==> src/rtl/i2c_evt_pkg.sv <==
package i2c_evt_pkg;
  localparam int NFLAG = 8;

  // flag positions; primary status shows 0..3, secondary shows 4..7 as bits 0..3
  localparam int F_START = 0;
  localparam int F_ADDR  = 1;
  localparam int F_HDR10 = 2;
  localparam int F_XFER  = 3;
  localparam int F_STOP  = 4;
  localparam int F_ACKF  = 5;
  localparam int F_ARBL  = 6;
  localparam int F_BERR  = 7;

  localparam int ST1_RX_BIT  = 4;
  localparam int ST1_EVT_BIT = 7;
  localparam int CTRL_IE_BIT = 0;

  typedef enum logic [1:0] {
    REG_STAT1 = 2'd0,
    REG_STAT2 = 2'd1,
    REG_DATA  = 2'd2,
    REG_CTRL  = 2'd3
  } regSel_e;

  typedef struct packed {
    logic dataWrStep;
    logic dataRdStep;
    logic ctrlWrStep;
    logic stat2Rd;
    logic dataWr;
    logic ctrlWr;
  } evtStrobe_t;
endpackage

==> src/rtl/i2c_evt_seq.sv <==
module i2c_evt_seq
  import i2c_evt_pkg::*;
(
  input  logic       clk,
  input  logic       rst,
  input  logic       busRd,
  input  logic       busWr,
  input  logic [1:0] busAddr,
  output evtStrobe_t strb
);
  logic armed;
  logic wrAcc;
  logic rdAcc;
  logic anyAcc;
  regSel_e sel;

  assign sel    = regSel_e'(busAddr);
  assign wrAcc  = busWr;
  assign rdAcc  = busRd & ~busWr;
  assign anyAcc = busRd | busWr;

  always_comb begin
    strb            = '0;
    strb.dataWr     = wrAcc & (sel == REG_DATA);
    strb.ctrlWr     = wrAcc & (sel == REG_CTRL);
    strb.stat2Rd    = rdAcc & (sel == REG_STAT2);
    strb.dataWrStep = armed & wrAcc & (sel == REG_DATA);
    strb.dataRdStep = armed & rdAcc & (sel == REG_DATA);
    strb.ctrlWrStep = armed & wrAcc & (sel == REG_CTRL);
  end

  // tracker: any access re-decides it; only a primary status read arms
  always_ff @(posedge clk) begin
    if (rst) begin
      armed <= 1'b0;
    end else if (anyAcc) begin
      armed <= rdAcc & (sel == REG_STAT1);
    end
  end
endmodule

==> src/rtl/i2c_evt_dp.sv <==
module i2c_evt_dp
  import i2c_evt_pkg::*;
#(
  parameter int DW = 8
) (
  input  logic             clk,
  input  logic             rst,
  input  logic [NFLAG-1:0] evtIn,
  input  logic             rxMode,
  input  logic [1:0]       powerMode,
  input  logic             globalMask,
  input  logic [1:0]       busAddr,
  input  logic [DW-1:0]    busWdata,
  input  evtStrobe_t       strb,
  output logic [DW-1:0]    busRdata,
  output logic             evtFlag,
  output logic             irqOut
);
  localparam int NSEC = NFLAG - F_STOP;

  logic             haltNow;
  logic [NFLAG-1:0] setVec;
  logic [NFLAG-1:0] clrVec;
  logic [NFLAG-1:0] flags;
  logic             xferRx;
  logic [DW-1:0]    dataReg;
  logic [DW-1:0]    ctrlReg;
  logic             irqQ;

  assign haltNow = powerMode[1];
  assign setVec  = haltNow ? '0 : evtIn;

  always_comb begin
    clrVec = '0;
    if (strb.dataWrStep) begin
      clrVec[F_START] = 1'b1;
      clrVec[F_HDR10] = 1'b1;
      if (!xferRx) clrVec[F_XFER] = 1'b1;
    end
    if (strb.dataRdStep && xferRx) clrVec[F_XFER] = 1'b1;
    if (strb.ctrlWrStep) clrVec[F_ADDR] = 1'b1;
    if (strb.stat2Rd) clrVec[NFLAG-1:F_STOP] = '1;
  end

  for (genvar i = 0; i < NFLAG; i++) begin : g_flag
    logic q;
    always_ff @(posedge clk) begin
      if (rst) q <= 1'b0;
      else     q <= setVec[i] | (q & ~clrVec[i]);
    end
    assign flags[i] = q;
  end

  always_ff @(posedge clk) begin
    if (rst) begin
      xferRx  <= 1'b0;
      dataReg <= '0;
      ctrlReg <= '0;
      irqQ    <= 1'b0;
    end else begin
      if (setVec[F_XFER]) xferRx <= rxMode;
      if (strb.dataWr) dataReg <= busWdata;
      if (strb.ctrlWr) ctrlReg <= busWdata;
      irqQ <= evtFlag & ctrlReg[CTRL_IE_BIT] & ~globalMask & ~haltNow;
    end
  end

  assign evtFlag = |flags;
  assign irqOut  = irqQ;

  always_comb begin
    busRdata = '0;
    unique case (regSel_e'(busAddr))
      REG_STAT1: begin
        busRdata[F_XFER:0]      = flags[F_XFER:0];
        busRdata[ST1_RX_BIT]    = xferRx;
        busRdata[ST1_EVT_BIT]   = evtFlag;
      end
      REG_STAT2: busRdata[NSEC-1:0] = flags[NFLAG-1:F_STOP];
      REG_DATA:  busRdata = dataReg;
      REG_CTRL:  busRdata = ctrlReg;
      default:   busRdata = '0;
    endcase
  end
endmodule

==> src/rtl/i2c_evt_flags.sv <==
module i2c_evt_flags
  import i2c_evt_pkg::*;
#(
  parameter int DW = 8
) (
  input  logic          clk,
  input  logic          rst,
  input  logic          evStart,
  input  logic          evAddrMatch,
  input  logic          evHdr10,
  input  logic          evXferDone,
  input  logic          evStop,
  input  logic          evAckFail,
  input  logic          evArbLost,
  input  logic          evBusErr,
  input  logic          rxMode,
  input  logic [1:0]    powerMode,
  input  logic          globalMask,
  input  logic          busRd,
  input  logic          busWr,
  input  logic [1:0]    busAddr,
  input  logic [DW-1:0] busWdata,
  output logic [DW-1:0] busRdata,
  output logic          evtFlag,
  output logic          irqOut
);
  evtStrobe_t       strb;
  logic [NFLAG-1:0] evtIn;

  always_comb begin
    evtIn          = '0;
    evtIn[F_START] = evStart;
    evtIn[F_ADDR]  = evAddrMatch;
    evtIn[F_HDR10] = evHdr10;
    evtIn[F_XFER]  = evXferDone;
    evtIn[F_STOP]  = evStop;
    evtIn[F_ACKF]  = evAckFail;
    evtIn[F_ARBL]  = evArbLost;
    evtIn[F_BERR]  = evBusErr;
  end

  i2c_evt_seq u_seq (
    .clk     (clk),
    .rst     (rst),
    .busRd   (busRd),
    .busWr   (busWr),
    .busAddr (busAddr),
    .strb    (strb)
  );

  i2c_evt_dp #(.DW(DW)) u_dp (
    .clk        (clk),
    .rst        (rst),
    .evtIn      (evtIn),
    .rxMode     (rxMode),
    .powerMode  (powerMode),
    .globalMask (globalMask),
    .busAddr    (busAddr),
    .busWdata   (busWdata),
    .strb       (strb),
    .busRdata   (busRdata),
    .evtFlag    (evtFlag),
    .irqOut     (irqOut)
  );
endmodule

==> config.mk <==
export PLATFORM = sky130hd
export DESIGN_NAME = i2c_evt_flags
export DESIGN_NICKNAME = d
export VERILOG_FILES = /design/src/rtl/i2c_evt_pkg.sv /design/src/rtl/i2c_evt_seq.sv /design/src/rtl/i2c_evt_dp.sv /design/src/rtl/i2c_evt_flags.sv
export SDC_FILE = /design/constraint.sdc
export NUM_CORES = 1
export LEC_CHECK = 0
export BUFFER_PORTS_ARGS = -buffer_cell sky130_fd_sc_hd__buf_2
export CORE_MARGIN = 2
export CORE_UTILIZATION = 40
export DETAILED_ROUTE_END_ITERATION = 8
export GPL_ROUTABILITY_DRIVEN = 0
export HOLD_SLACK_MARGIN = 0.05
export SLEW_MARGIN = 20
export SYNTH_ARGS = -nofsm -noshare
export SYNTH_HDL_FRONTEND = slang
export SYNTH_SLANG_ARGS = --single-unit
export TNS_END_PERCENT = 1
==> constraint.sdc <==
create_clock -name clk -period 2.7 [get_ports clk]
set_clock_uncertainty 0.1 [all_clocks]
set_input_delay 0.135 -clock clk [delete_from_list [all_inputs] [get_ports clk]]
set_output_delay 0.135 -clock clk [all_outputs]
set_load 0.02 [all_outputs]
# Word level (Yosys, flattened, before mapping)
# Index checks and enable logic that the tools add are counted.
dict set report totals {
  reg_bits 27
  input_bits 26
  output_inout_bits 10
  word_cells 71
}
dict set report classes {
  eq_ne 3
  mux 11
  bitwise 41
  reduce_logical 3
}
# operator n
set op_table {}
lappend op_table {{1-bit bitwise AND} 21}
lappend op_table {{4-bit case mux with 4 select lines} 1}
lappend op_table {{1-bit inverter} 11}
lappend op_table {{1-bit OR} 9}
lappend op_table {{8-bit two-way mux} 1}
lappend op_table {{8-bit OR reduction} 1}
lappend op_table {{1-bit case mux with 3 select lines} 2}
lappend op_table {{2-bit == test (second input constant)} 2}
lappend op_table {{1-bit two-way mux} 4}
lappend op_table {{4-bit two-way mux} 1}
lappend op_table {{2-bit case mux with 2 select lines} 1}
lappend op_table {{2-bit by 1-bit == test with 1-bit output (second input constant)} 1}
lappend op_table {{2-bit zero test} 1}
lappend op_table {{2-bit two-way mux} 1}
lappend op_table {{1-bit logical AND} 1}

# Logic depth before layout (Yosys ltp)
# Gate-level depths: netlist (run 1).
dict set report depth {
  depth_word 9
  ltp_mapped 5
  depth_no_buf 3
}

# By module
# From an unflattened synthesis (run 1), not the netlist that was laid out.
dict set report hier_totals {
  cells_unflattened 124
  area_unflattened_um2 1253.7
}
# module instances cells_per_inst area_each_um2 seq_area_each_um2
set by_module_without_submodules {}
lappend by_module_without_submodules {i2c_evt_dp 1 112 1149.9 520.5}
lappend by_module_without_submodules {i2c_evt_seq 1 12 103.8 20.0}

# Worst setup path before layout (run 1)
# OpenSTA, ideal clock, no wires.
dict set report synth_path {
  kind {reg-to-output}
  start {reg u_dp.g_flag[2].q}
  end {out busRdata[7]}
  arrival_time_ns 1.020
  required_time_ns 2.465
  path_slack_ns 1.445
  path_stages_with_launch 4
  path_buffers 0
  path_cell_list {dfxtp_1 -> nor4_1 -> nand2_1 -> o2bb2ai_1}
}
dict set report synth_via {
  elab_chain_len 2
}
# element line_no
set synth_lines {}
lappend synth_lines {{start, declared} i2c_evt_dp.sv:46} ;# logic q;
lappend synth_lines {{start signal, assigned} i2c_evt_dp.sv:49} ;# else q <= setVec[i] | (q & ~clrVec[i]);
lappend synth_lines {{8-bit OR reduction} i2c_evt_dp.sv:68} ;# assign evtFlag = |flags;
lappend synth_lines {{net evtFlag} i2c_evt_flags.sv:24} ;# output logic evtFlag,
lappend synth_lines {{1-bit case mux with 3 select lines} i2c_evt_dp.sv:73} ;# unique case (regSel_e'(busAddr))
lappend synth_lines {{end, declared} i2c_evt_flags.sv:23} ;# output logic [DW-1:0] busRdata,
# The timed path passes the listed nets, and every way through them passes these cells.

# Worst setup path in the final report (run 1)
dict set report layout_path {
  start {reg u_dp.g_flag[7].q}
  end {out busRdata[7]}
}
dict set report layout_via {
  elab_chain_len 2
}
# element line_no
set layout_lines {}
lappend layout_lines {{start, declared} i2c_evt_dp.sv:46}
lappend layout_lines {{start signal, assigned} i2c_evt_dp.sv:49}
lappend layout_lines {{8-bit OR reduction} i2c_evt_dp.sv:68}
lappend layout_lines {{1-bit case mux with 3 select lines} i2c_evt_dp.sv:73}
# No other way between the ends.

==> results of run 1 <==
==> synth_stat cells (all sizes together) (2+ instances only) <==
| library cell | number |
|---|---|
| buf | 5 |
| nor2 | 16 |
| nor2b | 3 |
| nand3b | 2 |
| clkbuf | 2 |
| nand2 | 18 |
| mux2i | 14 |
| nor4 | 2 |
| inv | 3 |
| a22o | 4 |
| mux4 | 4 |
| dfxtp | 27 |
| a21oi | 11 |
| o21ai | 3 |
==> worst min-delay path, cell delays in order <==
cell and delay (ns):
buf_2 0.11, mux2i_1 0.07, nor3_1 0.11
==> area by class of cell <==
class	instances	area [um^2]
clock buffers	3	22.52
flip-flops and latches	27	540.5
inverters	3	11.26
well taps	31	38.79
multi-input cells	87	608.1
repair buffers	51	340.3
clock inverters	1	7.507
fillers	267	1236
==> cell families after synthesis <==
family / after synthesis / synth area share
buffers and inverters: 10 / 0.05165
and+or+nand+nor: 48 / 0.1880
AOI/OAI and AO/OA: 21 / 0.1147
DFF: 27 / 0.4463
muxes: 18 / 0.1994
==> sequential cells by signal (all words and copies together) (netlist names) <==
name	count
u_dp.ctrlReg	8
u_dp.dataReg	8
u_dp.g_flag.q	8
u_dp.irqOut	1
u_dp.xferRx	1
u_seq.armed	1
==> per-layer routing <==
metal | track usage | share of wire
met1 | 0.2230 | 0.49
met2 | 0.2841 | 0.47
met3 | 0.03930 | 0.034
met4 | 0.03896 | 0.012
met5 | 0 | 0
==> path summary, 6_finish.rpt <==
check	to	slack (ns)	depth (start not counted)
hold / removal	u_seq.armed	0.05	3
setup reg to reg	u_dp.irqOut	1.51	3
hold reg to reg	u_dp.ctrlReg[1]	0.36	2
setup / recovery	busRdata[7]	1.02	4
==> power groups by stage <==
| stage | logic (uW) | registers [uW] | clock network [uW] |
|---|---|---|---|
| 2_1_floorplan | 76.4 | 433 | 0 |
| 3_3_place_gp | 109 | 437 | 0 |
| 3_5_place_dp | 112 | 438 | 0 |
| 4_1_cts | 131 | 429 | 178 |
| 5_1_grt | 143 | 432 | 192 |
| 6_report | 131 | 430 | 174 |
==> per-stage QoR <==
step | worst slack, ns | std cells | utilization | hold WS (ns) | area (um^2)
after detailed placement | 1.189 | 182 | 0.4880 | 0.2569 | 1369
after global routing | 0.9461 | 203 | 0.5593 | 0.07516 | 1569
after floorplan | 1.445 | 124 | - | 0.1071 | 1211
final | 1.016 | 203 | 0.5593 | 0.04764 | 1569
after CTS | 1.026 | 203 | 0.5593 | 0.05349 | 1569
after global placement | 1.198 | 182 | 0.4880 | 0.2530 | 1369
==> flow_summary.rst, run 1 <==
.. list-table::
   :header-rows: 1

   * - Metric
     - Value
   * - Number of distinct library cells after synthesis
     - 28
   * - Syn nets
     - 150
   * - Total design power
     - 734.4 uW
   * - YS warnings
     - 0
   * - Seq/Total Area, Yosys
     - 0.4463
   * - Crit end category
     - output port
   * - Maximum vdd ir drop
     - 0.3734 mV
   * - Net count of the finished layout
     - 199
   * - Area inside the core boundary
     - 2805 um^2
   * - Final sum of negative setup slack
     - 0 ns
   * - Hold_sp
     - busRd
   * - First-pass detailed-route iteration total
     - 4
   * - Most common cell after layout, fill and taps aside
     - buf_2
   * - Run status
     - complete, no violations
   * - Remaining number of nets flagged by the antenna check after routing
     - 0
   * - Antenna Cells
     - 0
   * - Worst relative slew slack
     - 0.6254
   * - Drc violations
     - 0
   * - Cell types with the largest area share after synthesis
     - dfxtp_1 45%, mux2i_1 12%, mux4_1 6.5%
   * - Number of port buffers
     - 34
   * - Transition time of the tightest slew-check pin
     - 0.5602 ns
   * - Critical path arrival
     - 1.45 ns
   * - Area of the mapped netlist
     - 1211 um^2
   * - Cell class contributing the biggest share of worst-path delay
     - simple AND/OR/NAND/NOR gates
   * - Internal power
     - 539.2 uW
   * - Maximum number of pins on one net before global-route repair
     - 25
   * - Synthesized area divided by synthesized cell count
     - 9.767 um^2
   * - Cell breakdown of the critical path
     - nor4_1, nand2_1, o2bb2ai_1, buf_2
   * - RSZ-0062 raised after global routing
     - no
   * - Switch share
     - 0.2657
   * - Sequential Power Share
     - 0.585
   * - Half-perimeter wire length of the detailed placement result
     - 2002 um
   * - Aggregate global routing overflow
     - 0
   * - Type of the tightest min-delay check
     - in -> reg
   * - Y dimension of the die
     - 59.03 um
   * - Number of synthesized register bits
     - 27
   * - Share of Yosys cell area claimed by the top area cell type
     - 0.4463
   * - Total count of max-transition violations in the final report
     - 0
   * - Mean routed wirelength per cell
     - 13.89 um
   * - Total global routing track utilization
     - 0.1696
   * - Global-route wire length before repair
     - 4547 um
   * - Cts hold-fix bufs
     - 17
   * - Clock Root Buffer
     - clkbuf_4
   * - Number of endpoints with negative hold slack in the final report
     - 0
   * - Maximum fanout along the worst path
     - 3
   * - Number of global-route vias before repair
     - 1028
   * - Power spent charging and discharging nets
     - 195.2 uW
   * - Ratio of total power to cell area
     - 468.1 nW/um^2
   * - Top library cells by usage in the layout, fill and taps aside
     - 34 x buf_2, 27 x dfxtp_1, 18 x nand2_1
   * - Detailed Route WL
     - 2819 um
   * - Fmax achieved
     - 0.5938 GHz
   * - Number of antenna violations at the first check in global routing
     - 0
   * - Horizontal extent of the die
     - 59.03 um
   * - Detailed-route vias per instance
     - 5.305
   * - Starting Density
     - 0.4318
   * - Clock-pin transition on the worst setup and hold timing paths
     - 0.14 ns
   * - Area of the die
     - 3484 um^2
   * - Count of buffering cells on the critical path with inverters included
     - 1
   * - Category of the most critical setup path
     - reg -> out
   * - Number of buffers added by the clock tree synthesis step
     - 3
   * - Clock tree from TritonCTS
     - yes
   * - Comb power frac
     - 0.178
   * - Synth area leader
     - dfxtp_1
   * - FF-to-FF Start
     - u_dp.g_flag[7].q
   * - Max-capacitance violation count
     - 0
   * - Synthesized instance count
     - 124
   * - DRT iter0 DRCs
     - 40
   * - Area growth, synth to finish
     - 29.55%
   * - Cts repair resizes
     - 0
   * - Post CTS Setup Buffer Count
     - 0
   * - Critical-path top delay cell
     - dfxtp_1
   * - Number of levels in the clock H-tree
     - 1
   * - Number of enable flip-flop cells after synthesis
     - 0
   * - Slowest cell delay on critical path
     - 0.37 ns
   * - Power share of the clock group
     - 0.237
   * - Final min period
     - 1.684 ns
   * - Total I/O pin count
     - 36
   * - Worst setup SP type
     - flip-flop
   * - P_leak
     - 0.0007196 uW
   * - Fraction of the cycle the final worst path needs
     - 0.6238
   * - Final-report setup violation count
     - 0
   * - Largest buffer count on any clock path
     - 2
   * - Required time worst endpoint
     - 2.47 ns
   * - Number of clock sinks
     - 27
   * - Proportion of register bits with asynchronous set or reset after synthesis
     - 0
   * - Number of vias in the routed layout
     - 1077
   * - Crit path launch
     - u_dp.g_flag[7].q
   * - Total number of placement rows
     - 19
   * - Fraction of layout instances using a drive strength above 1
     - 0.2384
   * - Dominant register cell in the synthesized netlist
     - dfxtp_1
   * - Clock latency reported for the late side of the worst-skew pair
     - 0.32 ns
No activity file was read; power rests on OpenSTA's default activity.
==> run 2, diff against run 1 <==
PLACE_DENSITY = 0.67   (was not set)
clock period = 1.5 ns   (was 2.7 ns; I/O delays follow)
==> run 2 against run 1 <==
Against the previous run:
- the run now ends with setup timing left
- sequential power rose by 83%
- final cell count rose by 8.4%
- clock power rose by 80%
- power rose by 91%
- worst hold slack improved by 0.027 ns
- non-clock buffer count rose by 17
- die area did not move
- register-to-register slack got worse by 1.3 ns
- global-route usage rose by 3.2 points
- sequential share of layout area fell by 3.5 points
- combinational power rose by 130%
- largest power group unchanged
==> flow_summary.rst, run 2 (synthesis results as in run 1) <==
.. list-table::
   :header-rows: 1

   * - Metric
     - Value
   * - Detailed-route vias per instance
     - 5.259
   * - Detailed Route WL
     - 3131 um
   * - Cell class contributing the biggest share of worst-path delay
     - simple AND/OR/NAND/NOR gates
   * - First-pass detailed-route iteration total
     - 4
   * - Max-capacitance violation count
     - 0
   * - Net count of the finished layout
     - 216
   * - Worst setup SP type
     - flip-flop
   * - Ratio of total power to cell area
     - 779.6 nW/um^2
   * - Clock latency reported for the late side of the worst-skew pair
     - 0.32 ns
   * - P_leak
     - 0.0008136 uW
   * - Top library cells by usage in the layout, fill and taps aside
     - 29 x buf_2, 28 x dlygate4sd3_1, 19 x dfxtp_1
   * - Global-route wire length before repair
     - 5333 um
   * - Final-report setup violation count
     - 3
   * - Half-perimeter wire length of the detailed placement result
     - 2065 um
   * - Transition time of the tightest slew-check pin
     - 0.3047 ns
   * - Y dimension of the die
     - 59.03 um
   * - Horizontal extent of the die
     - 59.03 um
   * - Total number of placement rows
     - 19
   * - Mean routed wirelength per cell
     - 14.23 um
   * - Critical path arrival
     - 1.41 ns
   * - End of the worst register-to-register path
     - u_dp.irqOut
   * - Most common cell after layout, fill and taps aside
     - buf_2
   * - Remaining number of nets flagged by the antenna check after routing
     - 0
   * - Number of port buffers
     - 34
   * - Number of endpoints with negative hold slack in the final report
     - 0
   * - Count of buffering cells on the critical path with inverters included
     - 1
   * - Final min period
     - 1.587 ns
   * - Worst relative slew slack
     - 0.7969
   * - Category of the most critical setup path
     - reg -> out
   * - Number of antenna violations at the first check in global routing
     - 0
   * - Crit end category
     - output port
   * - Number of vias in the routed layout
     - 1157
   * - Util after Layout
     - 0.6405
   * - Total count of max-transition violations in the final report
     - 0
   * - Total global routing track utilization
     - 0.2012
   * - Biggest registers after layout
     - u_dp.ctrlReg (8), u_dp.dataReg (8), u_dp.g_flag.q (8)
   * - Cell breakdown of the critical path
     - nor4_4, nand2_2, o2bb2ai_2, buf_6
   * - Flop2flop setup slack
     - 0.17 ns
   * - Largest buffer count on any clock path
     - 2
   * - Violated checks
     - setup timing
   * - Required time worst endpoint
     - 1.32 ns
   * - Number of buffers added by the clock tree synthesis step
     - 3
   * - Clock tree from TritonCTS
     - yes
   * - RSZ-0062 raised after global routing
     - yes
   * - Number of levels in the clock H-tree
     - 1
   * - Number of global-route vias before repair
     - 1192
   * - Area of the die
     - 3484 um^2
   * - Antenna Cells
     - 0
   * - Final WS setup
     - -0.08727 ns
   * - Area growth, synth to finish
     - 48.35%
   * - Critical-path top delay cell
     - dfxtp_4
   * - Depth of the most critical reg-to-reg path
     - 4
   * - Number of clock sinks
     - 27
   * - Maximum number of pins on one net before global-route repair
     - 17
   * - Aggregate global routing overflow
     - 0
   * - Total I/O pin count
     - 36
   * - Drc violations
     - 0
   * - Clock-pin transition on the worst setup and hold timing paths
     - 0.14 ns
   * - Fmax achieved
     - 0.6300 GHz
   * - Slowest cell delay on critical path
     - 0.39 ns
   * - Starting Density
     - 0.4318
   * - Maximum fanout along the worst path
     - 3
   * - DRT iter0 DRCs
     - 24
   * - Type of the tightest min-delay check
     - in -> reg
   * - Fraction of layout instances using a drive strength above 1
     - 0.3333
   * - Maximum vdd ir drop
     - 0.3823 mV
   * - Area inside the core boundary
     - 2805 um^2
   * - Run status
     - finished, violations left
   * - FF-to-FF Start
     - u_dp.g_flag[7].q
   * - Fraction of the cycle the final worst path needs
     - 1.058
   * - Hold Crit Depth
     - 4
   * - Worst slack at placement
     - 0.2238 ns
   * - Clock Root Buffer
     - clkbuf_4
   * - Destination of the worst hold path
     - u_dp.g_flag[2].q
   * - Hold_sp
     - busWr
run 2: cell count changes in the layout (fill, tap and decap cells not counted), sizes merged:
cell,change
dlygate4sd3,+11
buf,+6
clkinv,+1
clkinvlp,-1
run 2: layout make-up:
type | count | area, um^2
clock inverter | 1 | 5.005
fill | 240 | 1008
timing repair buffer | 68 | 526.8
multi-input combinational | 87 | 636.9
inverter | 3 | 11.26
tap | 31 | 38.79
sequential | 27 | 555.5
clock buffer | 3 | 22.52
run 2: timing repair:
| item | in CTS | in global routing |
|---|---|---|
| hold buffers | 28 | 0 |
| buffers inserted | 2 | 1 |
| resized for setup | 18 | 12 |
| setup endpoints to repair | 5 | 6 |
| pin swaps | 4 | 2 |
| endpoints found under the hold margin | 27 | 0 |
run 2: how the worst max path moves through the flow:
stage               depth (start not counted)          end              from  slack, ns
detailed placement                          3  busRdata[1]        busAddr[0]       0.22
finish                                      4  busRdata[7]  u_dp.g_flag[7].q      -0.09
floorplan                                   3  busRdata[7]  u_dp.g_flag[2].q       0.30
global route                                4  busRdata[7]  u_dp.g_flag[7].q      -0.16
global placement                            3  busRdata[1]        busAddr[0]       0.23
CTS                                         4  busRdata[7]  u_dp.g_flag[1].q      -0.05
run 2: routing by layer:
layer	track usage	wire length, um	up-vias
met5	0	0	-
met4	0.07468	50	0
met3	0.02838	96	6
met2	0.3413	1532	22
met1	0.2600	1451	562
li1	-	-	567
run 2: tightest hold or removal path, cell delays in order:
cell and delay, ns:
buf_2 0.14, nand4b_1 0.12, a21oi_1 0.07, nor2_1 0.07
run 2: power breakdown:
group	leakage, uW	switching, uW	internal, uW
Clock	0.0000177	213	100
Sequential	0.000224	33.1	752
Combinational	0.000572	131	172
run 2: stage by stage:
| stage | hold slack [ns] | power, uW | cell area (um^2) | cells | TNS (ns) |
|---|---|---|---|---|---|
| finish | 0.07422 | 1401 | 1797 | 220 | -0.1816 |
| floorplan | 0.04714 | 917.3 | 1211 | 124 | 0 |
| global route | 0.1242 | 1465 | 1797 | 220 | -0.4829 |
| detailed placement | 0.1962 | 994.9 | 1391 | 185 | 0 |
| CTS | 0.05442 | 1387 | 1752 | 219 | -0.1485 |
| global placement | 0.1922 | 988.8 | 1391 | 185 | 0 |
==> run 3, diff against run 2 <==
CORE_MARGIN = 5   (was 2)
SLEW_MARGIN = 10   (was 20)
==> run 3 against run 2 <==
Against the previous run:
- the run still ends with setup timing left
- final cell count rose by 0.91%
- via count fell by 0.78%
- core utilization fell by 4.9 points
- power fell by 1.4%
- fmax rose by 2.5%
- critical path depth did not move
- sequential share of layout area rose by 0.35 points
- critical path type unchanged
- critical endpoint unchanged
==> flow_summary.rst, run 3 (synthesis results as in run 1) <==
.. list-table::
   :header-rows: 1

   * - Metric
     - Value
   * - Mean routed wirelength per cell
     - 14.41 um
   * - Total global routing track utilization
     - 0.1692
   * - Number of endpoints with negative hold slack in the final report
     - 0
   * - Horizontal extent of the die
     - 65.03 um
   * - Number of clock sinks
     - 27
   * - Max-capacitance violation count
     - 0
   * - Final min period
     - 1.549 ns
   * - Area growth, synth to finish
     - 45.35%
   * - Final WS setup
     - -0.04921 ns
   * - Transition time of the tightest slew-check pin
     - 0.3628 ns
   * - Crit end category
     - output port
   * - Fraction of the cycle the final worst path needs
     - 1.033
   * - Worst Hold Slack
     - 0.1116 ns
   * - Worst setup SP type
     - flip-flop
   * - Maximum fanout along the worst path
     - 3
   * - Final Instance Area
     - 1760 um^2
   * - Violated checks
     - setup timing
   * - Ratio of total power to cell area
     - 784.4 nW/um^2
   * - Aggregate global routing overflow
     - 0
   * - Area inside the core boundary
     - 2978 um^2
   * - Half-perimeter wire length of the detailed placement result
     - 2186 um
   * - Worst relative slew slack
     - 0.7581
   * - Detailed Route WL
     - 3198 um
   * - Area of the die
     - 4228 um^2
   * - Maximum number of pins on one net before global-route repair
     - 17
   * - Fraction of layout instances using a drive strength above 1
     - 0.2910
   * - Number of port buffers
     - 34
   * - Number of buffers added by the clock tree synthesis step
     - 3
   * - First-pass detailed-route iteration total
     - 4
   * - Final-report setup violation count
     - 6
   * - Number of vias in the routed layout
     - 1148
   * - Antenna Cells
     - 0
   * - Remaining number of nets flagged by the antenna check after routing
     - 0
   * - Most common cell after layout, fill and taps aside
     - buf_2
   * - Fmax achieved
     - 0.6455 GHz
   * - Clock Root Buffer
     - clkbuf_4
   * - Required time worst endpoint
     - 1.32 ns
   * - Top library cells by usage in the layout, fill and taps aside
     - 32 x buf_2, 30 x dlygate4sd3_1, 19 x dfxtp_1
   * - Largest buffer count on any clock path
     - 2
   * - Starting Density
     - 0.4067
   * - Detailed-route vias per instance
     - 5.171
   * - Global-route wire length before repair
     - 5547 um
   * - Total I/O pin count
     - 36
   * - Critical path arrival
     - 1.37 ns
   * - Type of the tightest min-delay check
     - in -> reg
   * - Number of antenna violations at the first check in global routing
     - 0
   * - Placed Instance Area
     - 1394 um^2
   * - RSZ-0062 raised after global routing
     - yes
   * - Drc violations
     - 0
   * - Clock tree from TritonCTS
     - yes
   * - Total design power
     - 1381 uW
   * - Clock-pin transition on the worst setup and hold timing paths
     - 0.14 ns
   * - Run status
     - finished, violations left
   * - Filler Cells Inserted
     - 257
   * - Net count of the finished layout
     - 216
   * - Biggest registers after layout
     - u_dp.ctrlReg (8), u_dp.dataReg (8), u_dp.g_flag.q (8)
   * - Number of global-route vias before repair
     - 1234
   * - Total count of max-transition violations in the final report
     - 0
   * - Final sum of negative setup slack
     - -0.1863 ns
   * - Number of levels in the clock H-tree
     - 1
   * - Maximum vdd ir drop
     - 0.5249 mV
   * - P_leak
     - 0.0008187 uW
   * - Category of the most critical setup path
     - reg -> out
   * - DRT iter0 DRCs
     - 43
   * - Total number of placement rows
     - 20
   * - Y dimension of the die
     - 65.03 um
   * - Clock latency reported for the late side of the worst-skew pair
     - 0.34 ns
-- run 3: changes by cell type in the layout (fill, tap and decap cells not counted), moves of 3 or more --
cell	delta
buf_2	+3
mux4_2	-3
buf_6	-4
mux4_1	+3
-- run 3: path summary, 6_finish.rpt --
path	start	to	slack, ns	cells after the start
max reg2reg	u_seq.armed	u_seq.armed	0.14	3
min	busWr	u_dp.g_flag[3].q	0.11	4
min reg2reg	u_dp.ctrlReg[3]	u_dp.ctrlReg[3]	0.37	2
max	u_dp.g_flag[5].q	busRdata[7]	-0.05	4
-- run 3: repair_timing --
| action | 4_1_cts | 5_1_grt |
|---|---|---|
| setup buffers | 1 | 0 |
| endpoints found under the setup margin | 5 | 10 |
| endpoints found under the hold margin | 27 | 0 |
| pin swaps | 3 | 1 |
| hold buffers | 30 | 0 |
| gates resized for setup | 6 | 8 |
-- run 3: layout make-up --
type | instances | area [um^2] | share of cell area
repair buffers | 68 | 509.2 | 0.2893
inverters | 3 | 11.26 | 0.006397
multi-input cells | 87 | 621.8 | 0.3532
flip-flops and latches | 27 | 550.5 | 0.3127
clock buffers | 4 | 26.28 | 0.01493
well taps | 33 | 41.29 | 0.02345
-- run 3: routing by layer --
layer / up-vias / wire (um) / track usage
met3: 5 / 186 / 0.03466
met1: 538 / 1443 / 0.2105
li1: 572 / - / -
met4: 0 / 55 / 0.06477
met2: 33 / 1513 / 0.2861
met5: - / 0 / 0
-- run 3: through the flow --
step / instances / worst slack [ns] / utilization
after detailed placement: 187 / 0.1402 / 0.4681
after CTS: 222 / -0.05710 / 0.5832
final: 222 / -0.04921 / 0.5912
after floorplan: 124 / 0.3048 / -
after global placement: 187 / 0.1478 / 0.4681
after global routing: 222 / -0.1459 / 0.5912
-- run 3: critical path, cell delays in order (launching register included) --
cell and delay, ns:
dfxtp_2 0.36, nor4_2 0.27, nand2_1 0.12, o2bb2ai_1 0.14, buf_2 0.16
-- run 3: power by group --
part / switching (uW) / internal [uW]
Sequential: 25.4 / 753
Clock: 221 / 105
Combinational: 125 / 152
